`src/rtl/i2c_match_pkg.sv`:
```
package i2c_match_pkg;

  localparam int A7_W      = 7;
  localparam int A10_W     = 10;
  localparam int BYTE_W    = 8;
  localparam int MASK_W    = 3;
  localparam int NUM_FIXED = 4;
  localparam logic [4:0] HDR_PREFIX = 5'b11110;

  typedef enum logic [1:0] {
    ST_IDLE    = 2'd0,
    ST_WAIT_LO = 2'd1,
    ST_MATCH   = 2'd2
  } match_st_t;

  // Fixed addresses: 0 general call, 1 alert, 2 device default, 3 host
  function automatic logic [A7_W-1:0] fixed_addr(input int idx);
    case (idx)
      0:       return 7'h00;
      1:       return 7'h0C;
      2:       return 7'h61;
      default: return 7'h08;
    endcase
  endfunction

  // Compare a and b ignoring the lowest m bits
  function automatic logic masked_eq(input logic [A7_W-1:0] a,
                                     input logic [A7_W-1:0] b,
                                     input logic [MASK_W-1:0] m);
    logic [A7_W-1:0] keep;
    keep = {A7_W{1'b1}} << m;
    return ((a ^ b) & keep) == '0;
  endfunction

  function automatic logic is_hdr_form(input logic [BYTE_W-1:0] b);
    return b[7:3] == HDR_PREFIX;
  endfunction

  function automatic logic [A7_W-1:0] code10(input logic [1:0] hi);
    return {HDR_PREFIX, hi};
  endfunction

endpackage

```
`src/rtl/i2c_match_seven.sv`:
```
module i2c_match_seven
  import i2c_match_pkg::*;
(
  input  logic [A7_W-1:0]      a7,
  input  logic                 pri_en,
  input  logic                 pri_10b,
  input  logic [A7_W-1:0]      pri_lo7,
  input  logic                 sec_en,
  input  logic [A7_W-1:0]      sec_addr,
  input  logic [MASK_W-1:0]    sec_mask,
  input  logic [NUM_FIXED-1:0] fix_en,
  output logic                 any_hit
);
  localparam int NHIT = NUM_FIXED + 2;

  logic [NHIT-1:0] hit_vec;

  assign hit_vec[0] = pri_en && !pri_10b && (a7 == pri_lo7);
  assign hit_vec[1] = sec_en && masked_eq(a7, sec_addr, sec_mask);

  for (genvar g = 0; g < NUM_FIXED; g++) begin : g_fixed
    assign hit_vec[g+2] = fix_en[g] && (a7 == fixed_addr(g));
  end

  assign any_hit = |hit_vec;
endmodule

```
`src/rtl/i2c_match_hdr.sv`:
```
module i2c_match_hdr
  import i2c_match_pkg::*;
(
  input  logic [BYTE_W-1:0] rx_byte,
  input  logic              pri_en,
  input  logic              pri_10b,
  input  logic [1:0]        pri_hi,
  output logic              hdr_form,
  output logic              hdr_hit,
  output logic              hdr_rd
);
  assign hdr_form = is_hdr_form(rx_byte);
  assign hdr_hit  = hdr_form && pri_en && pri_10b && (rx_byte[2:1] == pri_hi);
  assign hdr_rd   = rx_byte[0];
endmodule

```
`src/rtl/i2c_addr_matcher.sv`:
```
module i2c_addr_matcher
  import i2c_match_pkg::*;
(
  input  logic              clk,
  input  logic              rst_n,
  input  logic              cfg_pri_en,
  input  logic              cfg_pri_10b,
  input  logic [A10_W-1:0]  cfg_pri_addr,
  input  logic              cfg_sec_en,
  input  logic [A7_W-1:0]   cfg_sec_addr,
  input  logic [MASK_W-1:0] cfg_sec_mask,
  input  logic              cfg_gc_en,
  input  logic              cfg_alert_en,
  input  logic              cfg_dflt_en,
  input  logic              cfg_host_en,
  input  logic              ev_start,
  input  logic              ev_rstart,
  input  logic              ev_stop,
  input  logic              ev_addr1,
  input  logic              ev_addr2,
  input  logic [BYTE_W-1:0] rx_byte,
  output logic              addr_ack,
  output logic              addr_match,
  output logic              xfer_dir,
  output logic [A7_W-1:0]   addr_code
);
  match_st_t       st_q;
  logic            done10_q;
  logic            ack_q, match_q, dir_q;
  logic [A7_W-1:0] code_q;

  logic hdr_form, hdr_hit, hdr_rd, seven_hit;

  i2c_match_hdr i_hdr (
    .rx_byte (rx_byte),
    .pri_en  (cfg_pri_en),
    .pri_10b (cfg_pri_10b),
    .pri_hi  (cfg_pri_addr[9:8]),
    .hdr_form(hdr_form),
    .hdr_hit (hdr_hit),
    .hdr_rd  (hdr_rd)
  );

  i2c_match_seven i_seven (
    .a7      (rx_byte[7:1]),
    .pri_en  (cfg_pri_en),
    .pri_10b (cfg_pri_10b),
    .pri_lo7 (cfg_pri_addr[6:0]),
    .sec_en  (cfg_sec_en),
    .sec_addr(cfg_sec_addr),
    .sec_mask(cfg_sec_mask),
    .fix_en  ({cfg_host_en, cfg_dflt_en, cfg_alert_en, cfg_gc_en}),
    .any_hit (seven_hit)
  );

  // Named internal events
  logic ev_bus_reset, evt_seven_ok, evt_hdr_wr_ok, evt_hdr_rd_ok;
  logic evt_lo_ok, evt_lo_bad;

  assign ev_bus_reset  = ev_stop || ev_start;
  assign evt_seven_ok  = ev_addr1 && !hdr_form && seven_hit;
  assign evt_hdr_wr_ok = ev_addr1 && hdr_hit && !hdr_rd;
  assign evt_hdr_rd_ok = ev_addr1 && hdr_hit && hdr_rd && done10_q;
  assign evt_lo_ok     = ev_addr2 && (st_q == ST_WAIT_LO)
                         && (rx_byte == cfg_pri_addr[7:0]);
  assign evt_lo_bad    = ev_addr2 && (st_q == ST_WAIT_LO) && !evt_lo_ok;

  always_ff @(posedge clk or negedge rst_n) begin
    if (!rst_n) begin
      st_q     <= ST_IDLE;
      done10_q <= 1'b0;
      ack_q    <= 1'b0;
      match_q  <= 1'b0;
      dir_q    <= 1'b0;
      code_q   <= '0;
    end else begin
      ack_q <= 1'b0;
      if (ev_bus_reset || ev_rstart) begin
        st_q    <= ST_IDLE;
        match_q <= 1'b0;
        dir_q   <= 1'b0;
        code_q  <= '0;
        if (ev_bus_reset) done10_q <= 1'b0;
      end else if (ev_addr1) begin
        ack_q <= evt_seven_ok || evt_hdr_wr_ok || evt_hdr_rd_ok;
        if (evt_seven_ok) begin
          st_q    <= ST_MATCH;
          match_q <= 1'b1;
          dir_q   <= rx_byte[0];
          code_q  <= rx_byte[7:1];
        end else if (evt_hdr_rd_ok) begin
          st_q    <= ST_MATCH;
          match_q <= 1'b1;
          dir_q   <= 1'b1;
          code_q  <= code10(cfg_pri_addr[9:8]);
        end else begin
          st_q    <= evt_hdr_wr_ok ? ST_WAIT_LO : ST_IDLE;
          match_q <= 1'b0;
          dir_q   <= 1'b0;
          code_q  <= '0;
        end
      end else if (evt_lo_ok) begin
        ack_q    <= 1'b1;
        st_q     <= ST_MATCH;
        match_q  <= 1'b1;
        dir_q    <= 1'b0;
        code_q   <= code10(cfg_pri_addr[9:8]);
        done10_q <= 1'b1;
      end else if (evt_lo_bad) begin
        st_q <= ST_IDLE;
      end
    end
  end

  assign addr_ack   = ack_q;
  assign addr_match = match_q;
  assign xfer_dir   = dir_q;
  assign addr_code  = code_q;

  // an acknowledge is only given for a byte just received
  assert_ack_from_byte_R2: assert property (@(posedge clk) disable iff (!rst_n)
    addr_ack |-> $past(ev_addr1 || ev_addr2));

  // a stop always drops the match and the acknowledge
  assert_stop_clears_R9: assert property (@(posedge clk) disable iff (!rst_n)
    ev_stop |=> (!addr_match && !addr_ack));

  // no match while the low byte of a 10-bit address is awaited
  assert_wait_no_match_R5: assert property (@(posedge clk) disable iff (!rst_n)
    (st_q == ST_WAIT_LO) |-> !addr_match);

  // a matching low byte yields the 10-bit code, write direction
  assert_lo_code10_R6: assert property (@(posedge clk) disable iff (!rst_n)
    evt_lo_ok |=> (addr_match && addr_ack && !xfer_dir &&
                   addr_code == {HDR_PREFIX, $past(cfg_pri_addr[9:8])}));

  // accepted read header sets direction to slave-transmit
  assert_rd_dir_R7: assert property (@(posedge clk) disable iff (!rst_n)
    evt_hdr_rd_ok |=> (addr_match && xfer_dir && addr_code[6:2] == HDR_PREFIX));

  // in 7-bit primary mode a held match never carries a header-range code
  assert_no_hdr_as7_R6: assert property (@(posedge clk) disable iff (!rst_n)
    (addr_match && !cfg_pri_10b && $stable(cfg_pri_10b))
      |-> addr_code[6:2] != HDR_PREFIX);

endmodule

```
`config.mk`:
```
export PLATFORM = sky130hd
export DESIGN_NAME = i2c_addr_matcher
export DESIGN_NICKNAME = d
export VERILOG_FILES = /design/src/rtl/i2c_match_pkg.sv /design/src/rtl/i2c_match_seven.sv /design/src/rtl/i2c_match_hdr.sv /design/src/rtl/i2c_addr_matcher.sv
export SDC_FILE = /design/constraint.sdc
export NUM_CORES = 1
export LEC_CHECK = 0
export BUFFER_PORTS_ARGS = -buffer_cell sky130_fd_sc_hd__buf_2
export CAP_MARGIN = 20
export CORE_MARGIN = 1.5
export CORE_UTILIZATION = 49
export CTS_BUF_LIST = sky130_fd_sc_hd__clkbuf_16
export CTS_CLUSTER_DIAMETER = 80
export DETAILED_ROUTE_END_ITERATION = 8
export GPL_TIMING_DRIVEN = 0
export PLACE_DENSITY = 0.77
export SYNTH_ARGS = -nofsm -noshare
export SYNTH_HDL_FRONTEND = slang
export SYNTH_HIERARCHICAL = 1
export SYNTH_SLANG_ARGS = --single-unit
```
`constraint.sdc`:
```
create_clock -name clk -period 1.77 [get_ports clk]
set_clock_uncertainty 0.15 [all_clocks]
set_input_delay 0.0885 -clock clk [delete_from_list [all_inputs] [get_ports clk]]
set_output_delay 0.0885 -clock clk [all_outputs]
set_load 0.1 [all_outputs]
```
=== After elaboration in Yosys (flattened, before gate mapping) ===
Cells that the tools add are included.

* Eq/ne operators: 10
* Shift operators: 1
* Multiplexer cells: 27
* Bitwise operators: 2
* Reductions and logical operators: 34

{| class="wikitable"
|+ Operators by type and width
! cell !! count
|-
| $mux 7 || 5
|-
| $logic_and 1x1->1 || 19
|-
| $mux 1 || 16
|-
| $eq 7x4->1 const B || 2
|-
| $logic_not 7->1 || 2
|-
| $mux 2 || 6
|-
| $eq 8x8->1 || 1
|-
| $and 7x7->7 || 1
|-
| $eq 7x7->1 || 1
|-
| $eq 7x7->1 const B || 1
|-
| $shl 7x3->7 const A || 1
|-
| $xor 7x7->7 || 1
|-
| $reduce_or 6->1 || 1
|-
| $eq 5x5->1 const B || 1
|-
| $logic_not 1->1 || 4
|-
| $logic_or 1x1->1 || 4
|-
| $reduce_bool 4->1 || 1
|-
| $reduce_and 3->1 || 1
|-
| $reduce_bool 3->1 || 1
|-
| $eq 2x1->1 const B || 1
|-
| $eq 2x2->1 || 1
|-
| $ne 2x1->1 const B || 1
|-
| $ne 2x2->1 const B || 1
|-
| $reduce_bool 2->1 || 1
|}

* Register bits after elaboration: 13
* Input port bits: 42
* Output and inout bits: 10

=== Depth between registers and ports, before layout ===
* Depth after elaboration: 11
* Depth in mapped cells: 8
* Depth with buffers taken out: 8

=== By module ===
Netlist, hierarchy kept.

{| class="wikitable"
|+ By module, submodules not included
! module !! instances !! cells an instance !! area an instance (um^2) !! seq. area each (um^2)
|-
| i2c_addr_matcher || 1 || 97 || 978.4 || 325.3
|-
| i2c_match_seven || 1 || 35 || 275.3 || 0.0
|-
| i2c_match_hdr || 1 || 8 || 71.3 || 0.0
|}

=== Worst setup path after synthesis ===
OpenSTA, ideal clock, no wires.

* Path kind: input-to-reg
* Start point: input rx_byte[3]
* End point: register code_q[3], in the netlist addr_code[3]
* Setup time: 0.134 ns
* Data arrival time: 1.532 ns
* Required time: 1.486 ns
* Slack: -0.047 ns
* Stages on the path: 8
* Path buffers: 0
* Cell sequence: xnor2_1 -> o21ai_0 -> a2111oi_2 -> a211o_1 -> nor4bb_1 -> a31oi_1 -> a32oi_1 -> o211ai_1

{| class="wikitable"
|+ RTL lines
! element !! RTL line !! text
|-
| start: declaration || i2c_addr_matcher.sv:21 || <nowiki>input logic [BYTE_W-1:0] rx_byte,</nowiki>
|-
| $xor 7x7->7 || i2c_match_pkg.sv:32 || <nowiki>return ((a ^ b) & keep) == '0;</nowiki>
|-
| $and 7x7->7 || i2c_match_pkg.sv:32 ||
|-
| $logic_not 7->1 || i2c_match_pkg.sv:32 ||
|-
| $logic_and 1x1->1 || i2c_match_seven.sv:19 || <nowiki>assign hit_vec[1] = sec_en && masked_eq(a7, sec_addr, sec_mask);</nowiki>
|-
| $reduce_or 6->1 * || i2c_match_seven.sv:25 || <nowiki>assign any_hit = |hit_vec;</nowiki>
|-
| net seven_hit || i2c_addr_matcher.sv:32 || <nowiki>logic hdr_form, hdr_hit, hdr_rd, seven_hit;</nowiki>
|-
| $logic_and 1x1->1 * || i2c_addr_matcher.sv:61 || <nowiki>assign evt_seven_ok = ev_addr1 && !hdr_form && seven_hit;</nowiki>
|-
| $mux 7 * || i2c_addr_matcher.sv:86 || <nowiki>if (evt_seven_ok) begin</nowiki>
|-
| $mux 7 * || i2c_addr_matcher.sv:84 || <nowiki>end else if (ev_addr1) begin</nowiki>
|-
| $mux 7 * || i2c_addr_matcher.sv:78 || <nowiki>if (ev_bus_reset || ev_rstart) begin</nowiki>
|-
| end signal: assignment || i2c_addr_matcher.sv:90 || <nowiki>code_q <= rx_byte[7:1];</nowiki>
|-
| end signal: assignment || i2c_addr_matcher.sv:95 || <nowiki>code_q <= code10(cfg_pri_addr[9:8]);</nowiki>
|-
| end signal: assignment || i2c_addr_matcher.sv:107 || <nowiki>code_q <= code10(cfg_pri_addr[9:8]);</nowiki>
|-
| end: declaration || i2c_addr_matcher.sv:30 || <nowiki>logic [A7_W-1:0] code_q;</nowiki>
|}

Mark *: on every way through the listed nets, which the timed path passes. The rest lies on a longest branch.
A chain may end at the register's enable or synchronous reset.

=== Worst setup path after layout ===
* Start point: input rx_byte[1]
* End point: register st_q[1]

* Cells in the longest elaborated chain, start to end: 9

{| class="wikitable"
|+ Ends and longest elaborated chain
! element !! RTL line !! text
|-
| $xor 7x7->7 || i2c_match_pkg.sv:32 ||
|-
| $and 7x7->7 || i2c_match_pkg.sv:32 ||
|-
| $logic_not 7->1 || i2c_match_pkg.sv:32 ||
|-
| $logic_and 1x1->1 || i2c_match_seven.sv:19 ||
|-
| $reduce_or 6->1 * || i2c_match_seven.sv:25 ||
|-
| net seven_hit || i2c_addr_matcher.sv:32 ||
|-
| $logic_and 1x1->1 * || i2c_addr_matcher.sv:61 ||
|-
| $mux 2 * || i2c_addr_matcher.sv:86 ||
|-
| $mux 2 * || i2c_addr_matcher.sv:84 ||
|-
| $mux 2 * || i2c_addr_matcher.sv:78 ||
|-
| end signal: assignment || i2c_addr_matcher.sv:97 || <nowiki>st_q <= evt_hdr_wr_ok ? ST_WAIT_LO : ST_IDLE;</nowiki>
|-
| end: declaration || i2c_addr_matcher.sv:27 || <nowiki>match_st_t st_q;</nowiki>
|}

Marks and branches as above.

==> impl_metrics.csv <==
group,metric,value,unit
logic_synthesis,synthAdderAreaFrac,0,%
logic_synthesis,yosys.cell_types.count,46,
cells_and_area,fillers,125,
cells_and_area,mostFrequentLayoutCell,"buf_2",
hold_path,min_path_cells,3,
place,dp.cells,221,
routing,totalWireLength,5030,um
sta,finalCriticalPeriod,1.96,ns
routing,first_pass_iters,4,
worst_setup_path,worstPathMaxFanout,7,
logic_synthesis,yosys_register_bits,13,
logic_synthesis,synthMuxAreaShare,1.13,%
floorplanning,row_count,18,
hold_path,worstHoldPathType,"in -> reg",
place,port_buffers,51,
worst_setup_path,cp.arrival,1.99,ns
routing,via_count,1578,
status,violations,"negative setup slack",
grt,grt_pass1_wl,6540,um
worst_setup_path,slowest_delay,0.41,ns
grt,grt_max_degree,14,
logic_synthesis,synth-simple-area-share,25.5,%
grt,antenna_found_initial,0,
place,place_congestion,0.799,
worst_setup_path,timing.reg2reg.setup_slack,0.07,ns
logic_synthesis,synth.area.top_cells,"dfrtp_1 (25%), xnor2_1 (11%), xnor2_2 (4.9%)",
worst_setup_path,crit_chain,"buf_12 > xnor2_2 > o21ai_2 > a2111oi_2 > a211o_2 > nand3b_4 > buf_4 > buf_6 > a31oi_4 > o21a_1",
logic_synthesis,synth_top_area_cell,"dfrtp_1",
logic_synthesis,syn_area_per_cell,9.46,sq um
clocking,clk_latency,0.25,ns
sta,fmax,0.511,GHz
worst_setup_path,regToRegStartpoint,"st_q[1]",
clocking,cts-root-buf,"clkbuf_16",
logic_synthesis,synth_top_area_share,24.6,%
routing,drc,0,
logic_synthesis,syn_nets,182,
sta,rsz0062_at_grt,"yes",
sta,holdWs,0.103,ns
worst_setup_path,timing.rr.end,"addr_code[1]",
logic_synthesis,synth_seq_area_share,24.6,%
worst_setup_path,required,1.81,ns
worst_setup_path,crit_type,"in -> reg",
grt,grtUsageTotal,29.9,%
logic_synthesis,synth_xor_area_share,18.1,%
floorplanning,die_w,55,um
worst_setup_path,crit_path_end_kind,"flip-flop",
worst_setup_path,worstRegToRegCells,4,
worst_setup_path,worstSetupStartpointType,"input port",
worst_setup_path,crit_family,"compound AO/OA/AOI/OAI gates",
grt,overflow,0,
sta,fin_crit_sh,110,%
hold_path,min_to,"addr_code[0]",
logic_synthesis,synth_top_family_by_area,"compound AO/OA/AOI/OAI gates",
sta,max_slew_margin,61.5,%
status,outcome,"finished, violations left",
floorplanning,ioPinCount,52,
cells_and_area,diodes,0,
cells_and_area,fin_cells,239,
logic_synthesis,syn_area,1330,sq um
sta,fin_ws,-0.186,ns
sta,slew_viol_final,0,
hold_path,hold_start,"cfg_pri_addr[8]",
power_and_ir_drop,ir_worst_vdd,0.000882,V
clocking,htreeDepth,1,
power_and_ir_drop,power_leakage,0.923,nW
logic_synthesis,synth_compound_area_share,26.3,%
place,hpwl,2750,um
cells_and_area,areaGrowthSynthToFinish,61.2,%
routing,drt_iter0_drc,73,
worst_setup_path,cp_slowest_cell,"a2111oi_2",
logic_synthesis,dominantRegCellSynth,"dfrtp_1",
clocking,cts_tree,"done",
grt,first_global_vias,1386,
routing,wire_per_inst,21.1,um
power_and_ir_drop,p_per_area,546,nW/um^2
clocking,cts.clk_slew.worst_paths,0.05,ns
sta,final-setup-viol-count,12,
cells_and_area,nNetsFinal,252,
logic_synthesis,async_reset_ff_share,100,%
floorplanning,die_h,55,um
clocking,cts_buffers,3,
floorplanning,initial_core_util,52.5,%
cells_and_area,final_cell_mix,"buf_2 (47), dfrtp_1 (13), xnor2_1 (11), buf_4 (11), nand4_1 (8)",
sta,worst_pin_slew,0.573,ns
sta,final_hold_viol_count,0,
routing,avgViaCountPerCell,6.60,
cells_and_area,drive_gt1_share,53.6,%
logic_synthesis,syn_inst,140,
sta,tns,-1.16,ns
logic_synthesis,synth_edf_count,0,
worst_setup_path,critPathBufInv,3,
clocking,clock_path_buffers,2,
floorplanning,design.die.area,3030,sq um
job,maxCapViolations,0,
routing,detail-route-antenna-nets,0,
logic_synthesis,yosys_warnings,6,
clocking,clkSinkCount,13,
floorplanning,core,2520,sq um
-- final cells by class --
type	count	area, sq um	share of cell area [%]
Clock buffer	3	75.1	3.51
Inverter	2	7.51	0.351
Sequential cell	13	325	15.2
Buffer	7	50.0	2.34
Timing Repair Buffer	65	468	21.9
Clock inverter	1	3.75	0.176
Multi-Input combinational cell	118	1170	54.7
Tap cell	30	37.5	1.76
-- worst register-to-register path: cells and delay by family (launching register included) --
kind             cells  cell delay, ns
AND/OR/NAND/NOR      2            0.50
AO/OA/AOI/OAI        2            0.53
flip-flops           1            0.39
-- kinds of logic (layout without fill, tap and decap cells) --
logic type,count (synthesis),in the layout
mux,1,1
buf+inv,9,78
simple gates,46,46
compound gates,47,47
xor+xnor,24,24
flops,13,13
-- how the worst max path moves through the flow --
| stage | from | to | cells after the start |
|---|---|---|---|
| 3_5_place_dp | rx_byte[7] | addr_code[5] | 9 |
| 3_3_place_gp | rx_byte[7] | addr_code[3] | 9 |
| 5_1_grt | rx_byte[1] | st_q[1] | 10 |
| 2_1_floorplan | rx_byte[3] | addr_code[0] | 8 |
| 4_1_cts | rx_byte[4] | addr_code[1] | 9 |
| 6_report | rx_byte[1] | st_q[1] | 10 |
-- cells in the mapped netlist (all sizes together) (4+ instances only) --
| cell type | n |
|---|---|
| a21oi | 5 |
| a31oi | 6 |
| a32oi | 4 |
| and3 | 6 |
| buf | 7 |
| dfrtp | 13 |
| nand4 | 9 |
| nor3 | 4 |
| nor4bb | 4 |
| o211ai | 5 |
| o21ai | 10 |
| xnor2 | 20 |
| xor2 | 4 |
-- power breakdown --
group / internal [W] / total [W] / switching [W]
Clock: 0.000299 / 0.000439 / 0.000140
Combinational: 0.000197 / 0.000422 / 0.000226
Sequential: 0.000302 / 0.000304 / 0.00000209
Total: 0.000798 / 0.00117 / 0.000368
-- flip-flops by register name, indices dropped and copies added (netlist names) --
| signal | count |
|---|---|
| done10_q | 1 |
| addr_code | 7 |
| addr_ack | 1 |
| xfer_dir | 1 |
| st_q | 2 |
| addr_match | 1 |
-- repair_timing --
item                                    CTS  global route
endpoints found under the setup margin    7            12
hold buffers                              4             0
resized for setup                        41            21
endpoints found under the hold margin    15             0
cloned                                    0             0
pin swaps                                11            17
setup buffers                             1             9
-- through the flow --
step	instance area, sq um	total power [W]	utilization [%]	setup WS [ns]
after floorplan	1330	0.000491	-	0.00683
after global placement	1620	0.000597	64.1	-0.415
after detailed placement	1620	0.000608	64.1	-0.445
after CTS	1960	0.00109	77.9	-0.0347
after global routing	2140	0.00119	84.7	-0.263
final	2140	0.00117	84.7	-0.186
-- layer usage --
metal | global-route usage [%] | vias to the layer above | part of all wire (%) | routed length [um]
met5 | 0 | - | 0 | 0
met4 | 11.4 | 0 | 4.0 | 201
met3 | 3.49 | 22 | 7.4 | 373
met2 | 52.6 | 114 | 50 | 2530
met1 | 37.1 | 737 | 38 | 1930
li1 | - | 705 | - | -
Note: power is estimated with default switching activity, not from simulation.
